$ cat src/rtl/vga_tg_pkg.sv
package vga_tg_pkg;
  // Next value of a modulo counter
  function automatic int unsigned wrap_inc(int unsigned v, int unsigned lim);
    return (v == lim - 1) ? 0 : v + 1;
  endfunction

  // Half-open membership test [lo, hi)
  function automatic logic in_span(int unsigned v, int unsigned lo, int unsigned hi);
    return (v >= lo) && (v < hi);
  endfunction
endpackage

$ cat src/rtl/vga_hcount.sv
module vga_hcount #(
  parameter int DIV_W = 2,
  parameter int H_TOT = 200,
  parameter int H_VIS = 160,
  localparam int XW = $clog2(H_TOT)
) (
  input  logic          clk,
  input  logic          rst,
  output logic [XW-1:0] x_q,
  output logic [XW-1:0] x_d,
  output logic          x_tick,
  output logic          line_step
);
  logic [DIV_W-1:0] div_q;

  assign x_tick    = &div_q;
  assign line_step = x_tick && (x_q == XW'(H_VIS - 1));

  always_comb begin
    x_d = x_q;
    if (x_tick) x_d = XW'(vga_tg_pkg::wrap_inc(32'(x_q), H_TOT));
  end

  always_ff @(posedge clk) begin
    if (rst) begin
      div_q <= '0;
      x_q   <= '0;
    end else begin
      div_q <= div_q + DIV_W'(1);
      x_q   <= x_d;
    end
  end
endmodule

$ cat src/rtl/vga_vcount.sv
module vga_vcount #(
  parameter int SUB_W = 2,
  parameter int V_TOT = 131,
  localparam int YW = $clog2(V_TOT),
  localparam int PW = $clog2(V_TOT << SUB_W)
) (
  input  logic             clk,
  input  logic             rst,
  input  logic             line_step,
  output logic [SUB_W-1:0] sub_d,
  output logic [YW-1:0]    y_q,
  output logic [YW-1:0]    y_d,
  output logic [PW-1:0]    py_q,
  output logic             row_step,
  output logic             frame_wrap
);
  logic [SUB_W-1:0] sub_q;
  logic [PW-1:0]    py_d;

  assign row_step   = line_step && (&sub_q);
  assign frame_wrap = row_step && (y_q == YW'(V_TOT - 1));

  always_comb begin
    sub_d = line_step ? sub_q + SUB_W'(1) : sub_q;
    y_d   = row_step ? YW'(vga_tg_pkg::wrap_inc(32'(y_q), V_TOT)) : y_q;
    if (frame_wrap)     py_d = '0;
    else if (line_step) py_d = py_q + PW'(1);
    else                py_d = py_q;
  end

  always_ff @(posedge clk) begin
    if (rst) begin
      sub_q <= '0;
      y_q   <= '0;
      py_q  <= '0;
    end else begin
      sub_q <= sub_d;
      y_q   <= y_d;
      py_q  <= py_d;
    end
  end
endmodule

$ cat src/rtl/vga_sync_dec.sv
module vga_sync_dec #(
  parameter int XW = 8,
  parameter int YW = 8,
  parameter int SUB_W = 2,
  parameter int H_VIS = 160,
  parameter int H_SS = 164,
  parameter int H_SE = 188,
  parameter int V_VIS = 120,
  parameter int V_SS = 122,
  parameter int VS_SUB_END = 2
) (
  input  logic             clk,
  input  logic             rst,
  input  logic [XW-1:0]    x_d,
  input  logic [YW-1:0]    y_d,
  input  logic [SUB_W-1:0] sub_d,
  output logic             hvis,
  output logic             vvis,
  output logic             hsync_n,
  output logic             vsync_n,
  output logic             de
);
  logic hvis_d, vvis_d, hs_act_d, vs_act_d;

  always_comb begin
    hvis_d   = 32'(x_d) < H_VIS;
    vvis_d   = 32'(y_d) < V_VIS;
    hs_act_d = vga_tg_pkg::in_span(32'(x_d), H_SS, H_SE);
    vs_act_d = (32'(y_d) == V_SS) && (32'(sub_d) < VS_SUB_END);
  end

  always_ff @(posedge clk) begin
    if (rst) begin
      hvis    <= 1'b1;
      vvis    <= 1'b1;
      hsync_n <= 1'b1;
      vsync_n <= 1'b1;
      de      <= 1'b1;
    end else begin
      hvis    <= hvis_d;
      vvis    <= vvis_d;
      hsync_n <= !hs_act_d;
      vsync_n <= !vs_act_d;
      de      <= hvis_d && vvis_d;
    end
  end
endmodule

$ cat src/rtl/vga_timing_gen.sv
module vga_timing_gen #(
  parameter int DIV_W = 2,
  parameter int SUB_W = 2,
  parameter int H_TOT = 200,
  parameter int H_VIS = 160,
  parameter int H_SS = 164,
  parameter int H_SE = 188,
  parameter int V_TOT = 131,
  parameter int V_VIS = 120,
  parameter int V_SS = 122,
  parameter int VS_SUB_END = 2,
  localparam int XW = $clog2(H_TOT),
  localparam int YW = $clog2(V_TOT),
  localparam int PW = $clog2(V_TOT << SUB_W)
) (
  input  logic          clk,
  input  logic          rst,
  output logic [XW-1:0] vx_o,
  output logic [YW-1:0] vy_o,
  output logic [PW-1:0] line_o,
  output logic          hsync_n_o,
  output logic          vsync_n_o,
  output logic          hvis_o,
  output logic          vvis_o,
  output logic          de_o
);
  // Named internal events
  logic             x_tick, line_step, row_step, frame_wrap;
  logic [XW-1:0]    x_d;
  logic [YW-1:0]    y_d;
  logic [SUB_W-1:0] sub_d;

  vga_hcount #(.DIV_W(DIV_W), .H_TOT(H_TOT), .H_VIS(H_VIS)) u_h (
    .clk(clk), .rst(rst), .x_q(vx_o), .x_d(x_d),
    .x_tick(x_tick), .line_step(line_step)
  );

  vga_vcount #(.SUB_W(SUB_W), .V_TOT(V_TOT)) u_v (
    .clk(clk), .rst(rst), .line_step(line_step), .sub_d(sub_d),
    .y_q(vy_o), .y_d(y_d), .py_q(line_o),
    .row_step(row_step), .frame_wrap(frame_wrap)
  );

  vga_sync_dec #(
    .XW(XW), .YW(YW), .SUB_W(SUB_W), .H_VIS(H_VIS), .H_SS(H_SS), .H_SE(H_SE),
    .V_VIS(V_VIS), .V_SS(V_SS), .VS_SUB_END(VS_SUB_END)
  ) u_dec (
    .clk(clk), .rst(rst), .x_d(x_d), .y_d(y_d), .sub_d(sub_d),
    .hvis(hvis_o), .vvis(vvis_o), .hsync_n(hsync_n_o), .vsync_n(vsync_n_o), .de(de_o)
  );
endmodule

$ cat config.mk
export PLATFORM = sky130hd
export DESIGN_NAME = vga_timing_gen
export DESIGN_NICKNAME = d
export VERILOG_FILES = /design/src/rtl/vga_tg_pkg.sv /design/src/rtl/vga_hcount.sv /design/src/rtl/vga_vcount.sv /design/src/rtl/vga_sync_dec.sv /design/src/rtl/vga_timing_gen.sv
export SDC_FILE = /design/constraint.sdc
export NUM_CORES = 1
export LEC_CHECK = 0
export ABC_AREA = 1
export BUFFER_PORTS_ARGS = -buffer_cell sky130_fd_sc_hd__buf_2
export CORE_UTILIZATION = 25
export CTS_BUF_LIST = sky130_fd_sc_hd__clkbuf_2
export DETAILED_ROUTE_END_ITERATION = 8
export PLACE_DENSITY_LB_ADDON = 0.12
export SYNTH_ARGS = -nofsm -noshare
export SYNTH_HDL_FRONTEND = slang
export SYNTH_SLANG_ARGS = --single-unit
$ cat constraint.sdc
create_clock -name clk -period 2.1 [get_ports clk]
set_clock_uncertainty 0.1 [all_clocks]
set_input_delay 0.42 -clock clk [delete_from_list [all_inputs] [get_ports clk]]
set_output_delay 0.42 -clock clk [all_outputs]
set_load 0.005 [all_outputs]
==> flow_summary.toml <==
[place]
placed_area_um2 = 2000
finalWeightedCongestion = 0.796
dp_cells = 346
detailed_place_hpwl_mm = 2.91
place.port_buffers = 32

[timing]
tightest_slew_ns = 0.300
max_slew_margin = 0.800
rsz_0062_raised_after_global_routing = "false"
achievable-frequency_mhz = 539
finalSetupTns_ns = 0
fin_crit_sh = 0.884
pins_over_their_slew_limit = 0
timing_hold_violations_final = 0
clock_period_minus_worst_slack_ns = 1.86
final-setup-viol-count = 0

[critical_path]
critPathLaunchType = "flip-flop"
cp_slowest_cell = "sky130_fd_sc_hd__dfxtp_1"
crit_buf_inv = 0
worst_path_dominant_cell_family = "simple AND/OR/NAND/NOR gates"
cp-end-kind = "flip-flop"
worst-path-max-fanout = 8
r2r.worst_path.cells = 9
critPathMaxStageDelay_ns = 0.41
path_class = "flip-flop to flip-flop"
path_depth = 9
path_common_cell = "sky130_fd_sc_hd__nand3_4"
worst_r2r_startpoint = "u_h.x_q[1]"
arrival_ns = 2.03
cp_cell_sequence = "ha_1 -> nand3_4 -> nor2_8 -> nand3_4 -> nor2_2 -> xor2_1 -> nand3_1 -> nor2_1 -> nand2_1"
timing.critical_path.required_ns = 2.27
r2r_end = "u_dec.vsync_n"
r2r_slack_ns = 0.24

[route]
dr_wl_met2_mm = 1.68
routed.top_layer = "met4"
wl_met1_mm = 1.93
avgRoutedWirePerCell_um = 10.9
detailedRoute.firstPassIterationCount = 4
wire_length_on_met3_um = 215
avgViaCountPerCell = 4.25
route.final.wire_length_mm = 3.87
drtAntennaViolNets = 0
drt-initial-drc-count = 52
vias = 1504
drc = 0

[clock_network]
cts_made_buffers = 5
cts_root_buffer = "sky130_fd_sc_hd__clkbuf_2"
post_cts_gate_resize_count = 0
cts.path.max_buffers = 2
insertion_delay_ns = 0.36
post_cts_hold_buffer_count = 0
tritoncts_num_sinks = 35
cts_tree = "done"
cts.htree.levels = 2
reg_clk_slew_reported_paths_ns = 0.19
post-cts-setup-buffers = 0

[logic_synthesis]
synth_largest_area_cell = "sky130_fd_sc_hd__dfxtp_1"
synthCells = 235
synth_cell_types = 27
syn_area_per_cell_um2 = 7.43
netlist.area_leader.share = 0.401
synth.net_count = 243
synth-warning-count = 0
ys_seq_elements = 35
synth_sequential_area_ratio = 0.401
post_synth_instance_area_um2 = 1750
synth.area.top_cells = "sky130_fd_sc_hd__dfxtp_1, sky130_fd_sc_hd__nand2_1, sky130_fd_sc_hd__nor2_1"

[finish]
num-nets-final = 281
num_antenna_cells = 0
final_common_cell = "sky130_fd_sc_hd__nand2_1"
fin_area_um2 = 2050
synthToLayoutAreaGrowth_pct = 17.1
post-route-util = 0.303
finalNonFillerCells = 354
seq_area_um2 = 701
multi_input_area_um2 = 913
post_route_cells_drive_above_1_share = 0.204
layout.cells.most_common_list = "sky130_fd_sc_hd__nand2_1, sky130_fd_sc_hd__nor2_1, sky130_fd_sc_hd__dfxtp_1"
fillCellCount = 748

[run]
max-cap-violations = 0

[power_and_ir_drop]
design_power_total_w = 0.00101
p_leak_nw = 1.01
power_per_cell_area_nw_per_um2 = 496
worst_ir_drop_vdd_mv = 0.140

[die]
io-pin-count = 33
die-height_um = 85.6
design.core.area_um2 = 6760
die_area_um2 = 7320
floorplan_die_width_um = 85.6
fp-row-count = 30
initial_core_utilization = 0.259

[min_path]
worst_hold_path.num_cells = 2
timing.hold.worst_endpoint = "u_h.x_q[4]"
critical_hold_path_startpoint = "rst"
hold_path_class = "primary input to flip-flop"

[global_route]
grt_pass1_vias = 1435
grt_remaining_overflow = 0
grt_start_max_net_pins = 15
grt_antenna_before_repair = 0
grt_pass1_wl_mm = 6.68
globalRouteTotalUtil = 0.118

[outcome]
status = "finished, final reports clean"
## metrics by stage
stage | hold slack (ns) | setup WS (ns)
finish | 0.299 | 0.243
global route | 0.276 | 0.0181
CTS | 0.262 | 0.206
detailed placement | 0.307 | 0.215
global placement | 0.301 | 0.237
floorplan | 0.290 | 0.397
## flip-flops by register name, summed over array words and instances, names as in the netlist
register and cells:
u_v.py_q 10, u_h.x_q 8, u_dec.hvis 1, u_dec.de 1, u_dec.vsync_n 1, u_dec.hsync_n 1
u_dec.vvis 1, u_v.sub_q 2, u_v.y_q 8, u_h.div_q 2
## layout make-up
class	count	share of cell area
Multi-Input combinational cell	164	0.446
Sequential cell	35	0.343
Timing Repair Buffer	32	0.0783
Inverter	35	0.0642
Tap cell	80	0.0489
Clock buffer	7	0.0171
Clock inverter	1	0.00245
## worst reg2reg max path: stages (launching register included)
cell                      delay [ns]
sky130_fd_sc_hd__dfxtp_1        0.41
sky130_fd_sc_hd__ha_1           0.25
sky130_fd_sc_hd__nand3_4        0.13
sky130_fd_sc_hd__nor2_8         0.16
sky130_fd_sc_hd__nand3_4        0.15
sky130_fd_sc_hd__nor2_2         0.13
sky130_fd_sc_hd__xor2_1         0.21
sky130_fd_sc_hd__nand3_1        0.09
sky130_fd_sc_hd__nor2_1         0.10
sky130_fd_sc_hd__nand2_1        0.05
## cells by family after synthesis
group	after synthesis	share of synthesized area
simple gates	132	0.364
buf+inv	36	0.0774
flops	35	0.401
compound gates	12	0.0387
xor+xnor	12	0.0645
fa+ha+maj	6	0.0430
mux	2	0.0115
## synth_stat cells, drive strengths merged
| cell type | instances |
|---|---|
| nand2 | 52 |
| o211ai | 1 |
| or2 | 1 |
| inv | 35 |
| a21oi | 3 |
| o21ai | 6 |
| nor2 | 48 |
| dfxtp | 35 |
| nand3 | 22 |
| mux2i | 2 |
| nand4 | 5 |
| clkbuf | 1 |
| ha | 6 |
| a21o | 2 |
| xor2 | 12 |
| nor3 | 2 |
| nor3b | 2 |
## power by group
group	leakage (nW)	switching, W	internal [W]
Combinational	0.694	0.0000178	0.00000748
Clock	0.0330	0.000226	0.0000913
Sequential	0.283	0.00000249	0.000670
Total	1.01	0.000246	0.000769
## how the worst max path moves through the flow
stage,end,slack [ns],startpoint
finish,u_dec.vsync_n,0.24,u_h.x_q[1]
global route,u_dec.vsync_n,0.02,u_h.x_q[0]
CTS,u_dec.vvis,0.21,u_h.div_q[0]
detailed placement,u_dec.de,0.21,u_h.div_q[0]
global placement,u_dec.de,0.24,u_h.div_q[0]
floorplan,u_dec.de,0.40,u_h.div_q[0]
## metal layers
layer | GRT usage | vias to the layer above
li1 | - | 808
met1 | 0.153 | 661
met2 | 0.180 | 33
met3 | 0.0395 | 2
met4 | 0.0455 | 0
met5 | 0 | -
Power figures use the tool's default switching activity.
